===== src/rtl/cfg_loader_pkg.sv =====
package cfg_loader_pkg;
  typedef enum logic [1:0] {
    MODE_SER = 2'd0,
    MODE_PAR = 2'd1,
    MODE_SEC = 2'd2,
    MODE_BAD = 2'd3
  } cfg_mode_e;

  typedef enum logic [2:0] {
    ST_IDLE, ST_RST, ST_SETTLE, ST_FETCH, ST_SETUP, ST_HIGH, ST_GAP, ST_TRAIL
  } cfg_state_e;

  localparam int BYTE_W = 8;
endpackage


===== src/rtl/cfg_timer.sv =====
module cfg_timer #(
  parameter int W = 8
) (
  input  logic         clk_i,
  input  logic         rst_ni,
  input  logic         load_i,
  input  logic [W-1:0] val_i,
  output logic         zero_o
);
  logic [W-1:0] cnt_q;

  always_ff @(posedge clk_i or negedge rst_ni) begin
    if (!rst_ni)             cnt_q <= '0;
    else if (load_i)         cnt_q <= val_i;
    else if (cnt_q != '0)    cnt_q <= cnt_q - 1'b1;
  end

  assign zero_o = (cnt_q == '0);
endmodule


===== src/rtl/cfg_shift.sv =====
module cfg_shift
  import cfg_loader_pkg::*;
(
  input  logic              clk_i,
  input  logic              rst_ni,
  input  logic              load_i,
  input  logic              serial_i,
  input  logic [BYTE_W-1:0] byte_i,
  input  logic              shift_i,
  output logic [BYTE_W-1:0] data_o
);
  logic [BYTE_W-1:0] sr_q;
  logic              ser_q;

  always_ff @(posedge clk_i or negedge rst_ni) begin
    if (!rst_ni) begin
      sr_q  <= '0;
      ser_q <= 1'b0;
    end else if (load_i) begin
      sr_q  <= byte_i;
      ser_q <= serial_i;
    end else if (shift_i) begin
      sr_q  <= sr_q >> 1;
    end
  end

  assign data_o = ser_q ? {{(BYTE_W-1){1'b0}}, sr_q[0]} : sr_q;
endmodule


===== src/rtl/cfg_loader.sv =====
module cfg_loader
  import cfg_loader_pkg::*;
#(
  parameter int unsigned CLK_FREQ_HZ = 125_000_000,
  parameter int unsigned RST_US      = 5,
  parameter int unsigned SETTLE_US   = 100,
  parameter int unsigned DONE_US     = 100,
  parameter int unsigned CLK_HI_CYC  = 1,
  parameter int unsigned CLK_LO_CYC  = 1,
  parameter int unsigned CNT_W       = 24
) (
  input  logic             clk_i,
  input  logic             rst_ni,
  input  logic             start_i,
  input  logic [1:0]       mode_i,
  input  logic [CNT_W-1:0] count_i,
  input  logic [7:0]       data_i,
  input  logic             valid_i,
  output logic             ready_o,
  output logic             cfg_n_o,
  output logic             dclk_o,
  output logic [7:0]       data_o,
  input  logic             status_i,
  input  logic             done_i,
  output logic             busy_o,
  output logic             ok_o,
  output logic             fail_o,
  output logic             abort_o
);
  localparam longint HZ       = longint'(CLK_FREQ_HZ);
  localparam longint RST_L    = (HZ * RST_US + 999_999) / 1_000_000;
  localparam longint SETTLE_L = (HZ * SETTLE_US + 999_999) / 1_000_000;
  localparam longint DONE_L   = (HZ * DONE_US + 999_999) / 1_000_000;
  localparam int RST_CYC    = (RST_L < 1) ? 1 : int'(RST_L);
  localparam int SETTLE_CYC = (SETTLE_L < 1) ? 1 : int'(SETTLE_L);
  localparam int DONE_CYC   = (DONE_L < 1) ? 1 : int'(DONE_L);
  localparam int HI_CYC     = (CLK_HI_CYC < 1) ? 1 : int'(CLK_HI_CYC);
  localparam int LO_CYC     = (CLK_LO_CYC < 1) ? 1 : int'(CLK_LO_CYC);
  localparam int MAX_A      = (RST_CYC > SETTLE_CYC) ? RST_CYC : SETTLE_CYC;
  localparam int MAX_B      = (DONE_CYC > HI_CYC) ? DONE_CYC : HI_CYC;
  localparam int MAX_C      = (MAX_A > MAX_B) ? MAX_A : MAX_B;
  localparam int MAX_CYC    = (MAX_C > LO_CYC) ? MAX_C : LO_CYC;
  localparam int TMR_W      = $clog2(MAX_CYC + 1);

  cfg_state_e       state_q, state_d;
  cfg_mode_e        mode_q, mode_d;
  logic [CNT_W-1:0] left_q, left_d;
  logic [2:0]       pulses_q, pulses_d;
  logic             ok_q, ok_d, fail_q, fail_d, abort_q, abort_d;
  logic             tmr_load, tmr_zero, sh_load, sh_shift;
  logic [TMR_W-1:0] tmr_val;

  cfg_timer #(.W(TMR_W)) u_timer (
    .clk_i(clk_i), .rst_ni(rst_ni), .load_i(tmr_load), .val_i(tmr_val), .zero_o(tmr_zero)
  );

  cfg_shift u_shift (
    .clk_i(clk_i), .rst_ni(rst_ni), .load_i(sh_load), .serial_i(mode_q == MODE_SER),
    .byte_i(data_i), .shift_i(sh_shift), .data_o(data_o)
  );

  always_comb begin
    state_d  = state_q;
    mode_d   = mode_q;
    left_d   = left_q;
    pulses_d = pulses_q;
    ok_d     = ok_q;
    fail_d   = fail_q;
    abort_d  = 1'b0;
    tmr_load = 1'b0;
    tmr_val  = '0;
    sh_load  = 1'b0;
    sh_shift = 1'b0;
    unique case (state_q)
      ST_IDLE: if (start_i) begin
        ok_d   = 1'b0;
        mode_d = cfg_mode_e'(mode_i);
        left_d = count_i;
        if (count_i == '0 || cfg_mode_e'(mode_i) == MODE_BAD) begin
          fail_d = 1'b1;
        end else begin
          fail_d   = 1'b0;
          state_d  = ST_RST;
          tmr_load = 1'b1;
          tmr_val  = TMR_W'(RST_CYC - 1);
        end
      end
      ST_RST: if (tmr_zero) begin
        state_d  = ST_SETTLE;
        tmr_load = 1'b1;
        tmr_val  = TMR_W'(SETTLE_CYC - 1);
      end
      ST_SETTLE: if (tmr_zero) state_d = ST_FETCH;
      ST_FETCH: begin
        if (!status_i) begin
          fail_d  = 1'b1;
          abort_d = 1'b1;
          state_d = ST_IDLE;
        end else if (valid_i) begin
          sh_load  = 1'b1;
          left_d   = left_q - 1'b1;
          pulses_d = (mode_q == MODE_SER) ? 3'd7 : (mode_q == MODE_SEC) ? 3'd3 : 3'd0;
          state_d  = ST_SETUP;
          tmr_load = 1'b1;
          tmr_val  = TMR_W'(LO_CYC - 1);
        end
      end
      ST_SETUP: if (tmr_zero) begin
        state_d  = ST_HIGH;
        tmr_load = 1'b1;
        tmr_val  = TMR_W'(HI_CYC - 1);
      end
      ST_HIGH: if (tmr_zero) state_d = ST_GAP;
      ST_GAP: begin
        // one low cycle after the fall before data may move
        if (pulses_q != '0) begin
          pulses_d = pulses_q - 1'b1;
          sh_shift = (mode_q == MODE_SER);
          state_d  = ST_SETUP;
          tmr_load = 1'b1;
          tmr_val  = TMR_W'(LO_CYC - 1);
        end else if (left_q != '0) begin
          state_d = ST_FETCH;
        end else begin
          state_d  = ST_TRAIL;
          tmr_load = 1'b1;
          tmr_val  = TMR_W'(DONE_CYC - 1);
        end
      end
      ST_TRAIL: if (tmr_zero) begin
        state_d = ST_IDLE;
        if (done_i) ok_d = 1'b1;
        else begin
          fail_d  = 1'b1;
          abort_d = 1'b1;
        end
      end
      default: state_d = ST_IDLE;
    endcase
  end

  always_ff @(posedge clk_i or negedge rst_ni) begin
    if (!rst_ni) begin
      state_q  <= ST_IDLE;
      mode_q   <= MODE_SER;
      left_q   <= '0;
      pulses_q <= '0;
      ok_q     <= 1'b0;
      fail_q   <= 1'b0;
      abort_q  <= 1'b0;
    end else begin
      state_q  <= state_d;
      mode_q   <= mode_d;
      left_q   <= left_d;
      pulses_q <= pulses_d;
      ok_q     <= ok_d;
      fail_q   <= fail_d;
      abort_q  <= abort_d;
    end
  end

  assign cfg_n_o = (state_q != ST_RST);
  assign dclk_o  = (state_q == ST_HIGH) || (state_q == ST_TRAIL);
  assign ready_o = (state_q == ST_FETCH) && status_i;
  assign busy_o  = (state_q != ST_IDLE);
  assign ok_o    = ok_q;
  assign fail_o  = fail_q;
  assign abort_o = abort_q;
endmodule


===== config.mk =====
export PLATFORM = sky130hd
export DESIGN_NAME = cfg_loader
export DESIGN_NICKNAME = d
export VERILOG_FILES = /design/src/rtl/cfg_loader_pkg.sv /design/src/rtl/cfg_timer.sv /design/src/rtl/cfg_shift.sv /design/src/rtl/cfg_loader.sv
export SDC_FILE = /design/constraint.sdc
export NUM_CORES = 1
export LEC_CHECK = 0
export BUFFER_PORTS_ARGS = -buffer_cell sky130_fd_sc_hd__buf_2
export CELL_PAD_IN_SITES_DETAIL_PLACEMENT = 1
export CELL_PAD_IN_SITES_GLOBAL_PLACEMENT = 2
export CORE_MARGIN = 2
export CORE_UTILIZATION = 34
export CTS_CLUSTER_SIZE = 14
export DETAILED_ROUTE_END_ITERATION = 12
export HOLD_SLACK_MARGIN = 0.15
export PLACE_DENSITY_LB_ADDON = 0.1
export SYNTH_ARGS = -nofsm -noshare
export SYNTH_HDL_FRONTEND = slang
export SYNTH_SLANG_ARGS = --single-unit

===== constraint.sdc =====
create_clock -name clk_i -period 2.6 [get_ports clk_i]
set_input_delay 0.13 -clock clk_i [delete_from_list [all_inputs] [get_ports clk_i]]
set_output_delay 0.13 -clock clk_i [all_outputs]
set_load 0.02 [all_outputs]

==> results of run 1 <==
==> path summary, 6_finish.rpt <==
kind	start	end	slack, ns
max	left_q[1]	u_timer.cnt_q[6]	0.02
min	count_i[22]	left_q[22]	0.15
max reg2reg	left_q[1]	u_timer.cnt_q[6]	0.02
min reg2reg	fail_o	fail_o	0.50
max in group asynchronous	rst_ni	left_q[7]	1.48
min in group asynchronous	rst_ni	u_timer.cnt_q[8]	0.38
==> synthesized netlist by cell type (all sizes together) (6+ instances only) <==
cell type	instances	share of area (%)
nand3	14	2.0
nand2	48	5.1
nor2b	9	1.6
dfrtp	58	41
o21ai	45	6.5
or4	6	1.5
nor3	18	2.5
clkbuf	19	2.1
inv	9	0.96
nor2	46	4.9
nor4	15	3.0
a22oi	8	1.7
a21oi	47	6.7
==> cells in the final DEF (no fill, tap or decap), types with 3 or more instances in the layout <==
cell           Yosys  routed
dfrtp_1           58      58
buf_2              1      54
nand2_1           48      47
a21oi_1           47      44
nor2_1            46      41
o21ai_0           41      41
dlygate4sd3_1      0      32
buf_4              1      27
nor3_1            18      18
nand3_1           14      14
nor4_1            13      13
clkbuf_8           0      11
nor2b_1            9       9
inv_1              9       8
a22oi_1            8       8
nand4_1            5       5
nand2b_1           5       5
xnor2_1            5       5
mux2i_1            5       5
xor2_1             5       5
and2_1             4       4
o21a_1             4       4
nor2_2             0       4
or3_1              4       4
ha_1               5       4
or4_1              4       3
nand3b_1           3       3
or4_4              2       3
a21oi_2            0       3
o32ai_1            3       3
a31oi_1            3       3
o31a_1             3       3
o21ai_1            3       3
o22a_1             3       3
==> what timing repair did <==
action,4_1_cts,5_1_grt
hold endpoints to repair,57,0
setup endpoints to repair,0,16
setup buffers,0,6
hold buffers,32,0
resized for setup,0,16
==> cell type report <==
class / count / area [sq um] / area share, %
clock buffers: 11 / 151 / 3.24
clock inverters: 3 / 40.0 / 0.856
inverters: 9 / 33.8 / 0.722
multi-input cells: 339 / 2030 / 43.3
flip-flops and latches: 58 / 1450 / 31.0
well taps: 136 / 170 / 3.64
repair buffers: 114 / 805 / 17.2
==> registers in the layout (all words and copies together) (netlist names) <==
| register | cells |
|---|---|
| u_shift.ser_q | 1 |
| u_shift.sr_q | 8 |
| ok_o | 1 |
| abort_o | 1 |
| pulses_q | 3 |
| mode_q | 2 |
| fail_o | 1 |
| state_q | 3 |
| left_q | 24 |
| u_timer.cnt_q | 14 |
==> cell families (layout without fill, tap and decap cells) <==
logic type / Yosys count / in the layout / share of synthesized area (%)
mux: 6 / 6 / 1.74
compound gates: 129 / 129 / 21.9
xor+xnor: 10 / 10 / 2.48
flops: 58 / 58 / 41.1
simple gates: 189 / 189 / 27.7
buf+inv: 30 / 137 / 3.36
fa+ha+maj: 5 / 5 / 1.77
==> where the power goes <==
part | leakage, uW | total (uW) | switching [uW] | internal, uW
Clock | 0.000101 | 871 | 389 | 482
Sequential | 0.000701 | 1740 | 442 | 1290
Combinational | 0.00122 | 1960 | 1120 | 841
Total | 0.00202 | 4560 | 1950 | 2620
==> per-stage QoR <==
stage | TNS [ns] | utilization [%] | worst slack (ns) | hold slack (ns)
final | 0 | 45.9 | 0.0238 | 0.154
after global routing | -0.768 | 45.9 | -0.0835 | 0.187
after CTS | 0 | 44.9 | 0.00215 | 0.156
after detailed placement | 0 | 39.8 | 0.0151 | 0.225
after global placement | 0 | 39.8 | 0.121 | 0.228
after floorplan | 0 | - | 0.204 | -0.166
==> worst max-delay path, stage by stage (launching register included) <==
cell,delay (ns)
dfrtp_1,0.42
inv_2,0.10
ha_4,0.14
or4b_4,0.47
or4_4,0.54
o31ai_4,0.34
buf_6,0.16
nor2_4,0.04
a21oi_2,0.17
o21ai_1,0.06
==> routing by layer <==
metal,up-vias,global-route usage [%],part of all wire (%)
li1,1766,-,-
met1,1762,30.1,49
met2,50,35.8,48
met3,14,2.94,2.2
met4,0,6.39,1.2
met5,-,0,0
==> metrics.txt, run 1 <==
Hold Path Class in2reg; hold path cells 3; Post-Syn Nets 472; Critical Path RT 2.82 ns; fillcell total 1,253; # H-tree levels 3; routed wire length 11.8 mm; Die Height 106 um; root buffer cell clkbuf_8; largest net degree at the start of global routing 36; final RePlAce weighted congestion 0.774; Fin. Hold Viols 0; Layout area overhead 32.4%; Period minus WS final 2.58 ns; diode count 0; clk sinks 58; reg2reg path depth 9; Mapped Cells 427; vias in the first global route 3,690; PwrDens 976 mW/mm^2; run status finished, final reports clean; via count 3,592; P_leak 0.00202 uW; Final #Nets 576; clk_skew 0.0109 ns; GRT Resource Usage Total 21.8%; peak supply drop 0.382 mV; CP max FO 4; kind of end point of the critical path flop; Initial Util 34.7%; first-pass GRT wire length 19.3 mm; die outline width 106 um; port bufs 54; fmax 388 MHz; sequential share of the synthesized area 41.1%; mapped cell area 0.00353 sq mm; Pins Over Slew Limit 0; first-pass detailed-route iteration total 4; pin slew with the least headroom to its limit 0.762 ns; initial antenna violation count 0; row count 37; Core Area 0.0102 sq mm; Post-synth EDFFs 0; IO Pins 55; gr ovfl total 0; DRC viols 0; Avg WL per Cell 17.6 um; Vias/cell 5.36; Netlist cell types 55; die area 0.0112 sq mm; Finished Cell Area 0.00468 sq mm; Final Non-Filler Cells 670; CP Launch Type flop; clock buffer depth 2; ys flop type dfrtp_1; register bit total from synthesis 58; Ys Warns 0; critical path type reg2reg; total power 4560 uW; Setup Viol. Count Final 0; period utilization 99.1%; CTS tree yes; Post-synth ARST share 100%; slew margin rel. 48.8%; placed wire-length estimate 8.29 mm; clock latency on the worst-skew pair 0.35 ns; ANT nets after route 0; Max Cap Viol 0; arrival time at the worst endpoint 2.79 ns; Cell Area, Placed 0.00406 sq mm; RSZ-0062 raised after global routing yes; clock-pin transition on the worst setup and hold timing paths 0.07 ns; 1st-iter DRT viols 104; share of post-route cells with drive strength above 1 22.5%; Post-Syn Area per Cell 8.27 sq um; Placed Cells 618; TritonCTS Buffers 9
No activity file was read; power rests on OpenSTA's default activity.
==> run 2, diff against run 1 <==
==> constraint.sdc (replaced) <==
create_clock -name clk_i -period 2.4 [get_ports clk_i]
set_input_delay 0.12 -clock clk_i [delete_from_list [all_inputs] [get_ports clk_i]]
set_output_delay 0.12 -clock clk_i [all_outputs]
set_load 0.02 [all_outputs]
==> run 2 against run 1 <==
The run now ends with negative setup slack left; final cell count up 2.8%; design area up 3.9%; highest routed layer unchanged; sequential power up 6%; largest power group unchanged; maximum frequency up 6.5%; clock-buffer cell count unchanged; total power up 11%; critical path depth down 1.
==> metrics.txt, run 2 (synthesis results as in run 1) <==
run status finished, violations left; failing checks negative setup slack; Fin. Hold Viols 0 (unchanged); Largest regs left_q x24, u_timer.cnt_q x14, u_shift.sr_q x8; Setup WS pre-CTS -0.0847 ns (-0.0998 ns); Setup Viol. Count Final 6 (+6); cells along the critical path inv_2, ha_2, or4b_4, or4_4, or4_4, o21ai_4, a21oi_1, nor2_1; fillcell total 1,238 (-1.2%); root buffer cell clkbuf_8; fmax 413 MHz (+6.5%); total power 5070 uW (+11%); Vias/cell 5.29 (-1.2%); pin slew with the least headroom to its limit 0.710 ns (-0.0523 ns); Pins Over Slew Limit 0 (unchanged); die outline width 106 um (unchanged); GRT Resource Usage Total 21.6% (-0.21 points); Layout Utilization 47.7% (+1.8 points); arrival time at the worst endpoint 2.69 ns (-0.10 ns); port bufs 54 (unchanged); kind of end point of the critical path flop; TritonCTS Buffers 9 (unchanged); diode count 0 (unchanged); die area 0.0112 sq mm (unchanged); number of flip-flops in the largest register 24 (unchanged); Crit path max-delay family simple AND/OR/NAND/NOR gates; Final #Nets 595 (+3.3%); peak supply drop 0.408 mV (+6.8%); first-pass GRT wire length 19.1 mm (-1.4%); Core Area 0.0102 sq mm (unchanged); final RePlAce weighted congestion 0.811 (+4.7%); Hold Path Class in2reg; share of post-route cells with drive strength above 1 25.7% (+3.2 points); sum of buffers and inverters on the critical path 1 (-1); # H-tree levels 3 (unchanged); clk_skew 0.0120 ns (+0.00108 ns); Final Non-Filler Cells 689 (+2.8%); P_leak 0.00212 uW (+4.7%); largest net degree at the start of global routing 36 (unchanged); clock-pin transition on the worst setup and hold timing paths 0.06 ns (about the same); Biggest register left_q; critical path type reg2reg; initial antenna violation count 0 (unchanged); final setup TNS -0.0550 ns (-0.0550 ns); Die Height 106 um (unchanged); ANT nets after route 0 (unchanged); Placed Cells 635 (+2.8%); slowest cell delay on critical path 0.47 ns (-0.07 ns); commonest cells after routing, fill and taps aside 58 x dfrtp_1, 54 x buf_2, 47 x nand2_1, 44 x nor2_1, 43 x buf_4; first-pass detailed-route iteration total 4 (unchanged); worst setup margin -0.0199 ns (-0.0437 ns); Max Cap Viol 0 (unchanged); commonest non-fill, non-tap cell in the layout dfrtp_1; clock buffer depth 2 (unchanged); CTS tree yes; Avg WL per Cell 16.9 um (-3.8%); Period minus WS final 2.42 ns (-0.156 ns); slew margin rel. 52.7% (+3.9 points); Initial Util 34.7% (unchanged); CP max stage cell or4_4; Layout area overhead 37.6%; clk sinks 58 (unchanged); CP Launch Type flop; vias in the first global route 3,810 (+3.3%); Critical Path RT 2.67 ns (-0.15 ns); row count 37 (unchanged); gr ovfl total 0 (unchanged); DRC viols 0 (unchanged); 1st-iter DRT viols 117 (+13%); routed wire length 11.6 mm (-1.1%); IO Pins 55 (unchanged); PwrDens 1040 mW/mm^2 (+6.9%); period utilization 101% (+1.7 points); clock latency on the worst-skew pair 0.35 ns (about the same); placed wire-length estimate 8.35 mm (+0.73%); Worst path most repeated cell or4_4; RSZ-0062 raised after global routing yes; CP max FO 7 (+3); via count 3,648 (+1.6%)
[run 2: worst paths after layout]
path,start,endpoint,slack (ns),cells past startpoint
setup / recovery,left_q[1],u_timer.cnt_q[12],-0.02,8
hold / removal,start_i,mode_q[0],0.18,4
setup reg to reg,left_q[1],u_timer.cnt_q[12],-0.02,8
hold reg to reg,fail_o,fail_o,0.49,1
max in group asynchronous,rst_ni,left_q[8],1.41,3
min in group asynchronous,rst_ni,u_timer.cnt_q[10],0.35,2
[run 2: power breakdown]
group / leakage [uW] / internal, uW / switching (uW)
registers: 0.000701 / 1400 / 440
logic: 0.00132 / 1020 / 1270
clock network: 0.000101 / 522 / 414
[run 2: worst min-delay path, stage by stage]
cell and delay, ns:
buf_2 0.09, nand2_1 0.12, nand2_1 0.10, nand2_1 0.05
[run 2: repair_timing]
action | 4_1_cts | 5_1_grt
pin swaps | 1 | 3
endpoints found under the hold margin | 59 | 0
gates resized for setup | 4 | 19
setup buffers | 1 | 5
hold buffers | 34 | 0
cloned | 0 | 0
setup endpoints to repair | 7 | 23
[run 2: metrics by stage]
step | hold WS (ns) | cell area [sq um]
2_1_floorplan | -0.176 | 3530
3_3_place_gp | 0.206 | 4200
3_5_place_dp | 0.213 | 4200
4_1_cts | 0.174 | 4750
5_1_grt | 0.188 | 4860
6_report | 0.181 | 4860
[run 2: cell type report]
class / instances / area (sq um) / share of cell area (%)
multi-input combinational: 339 / 2050 / 42.2
clock inverter: 3 / 40.0 / 0.824
clock buffer: 11 / 151 / 3.11
inverter: 9 / 33.8 / 0.695
sequential: 58 / 1450 / 29.9
tap: 136 / 170 / 3.50
timing repair buffer: 133 / 965 / 19.8
[run 2: per-layer routing]
metal | up-vias | GRT usage (%) | routed length (um)
li1 | 1795 | - | -
met1 | 1767 | 28.6 | 5620
met2 | 65 | 36.4 | 5480
met3 | 21 | 3.80 | 362
met4 | 0 | 5.92 | 180
met5 | - | 0 | 0
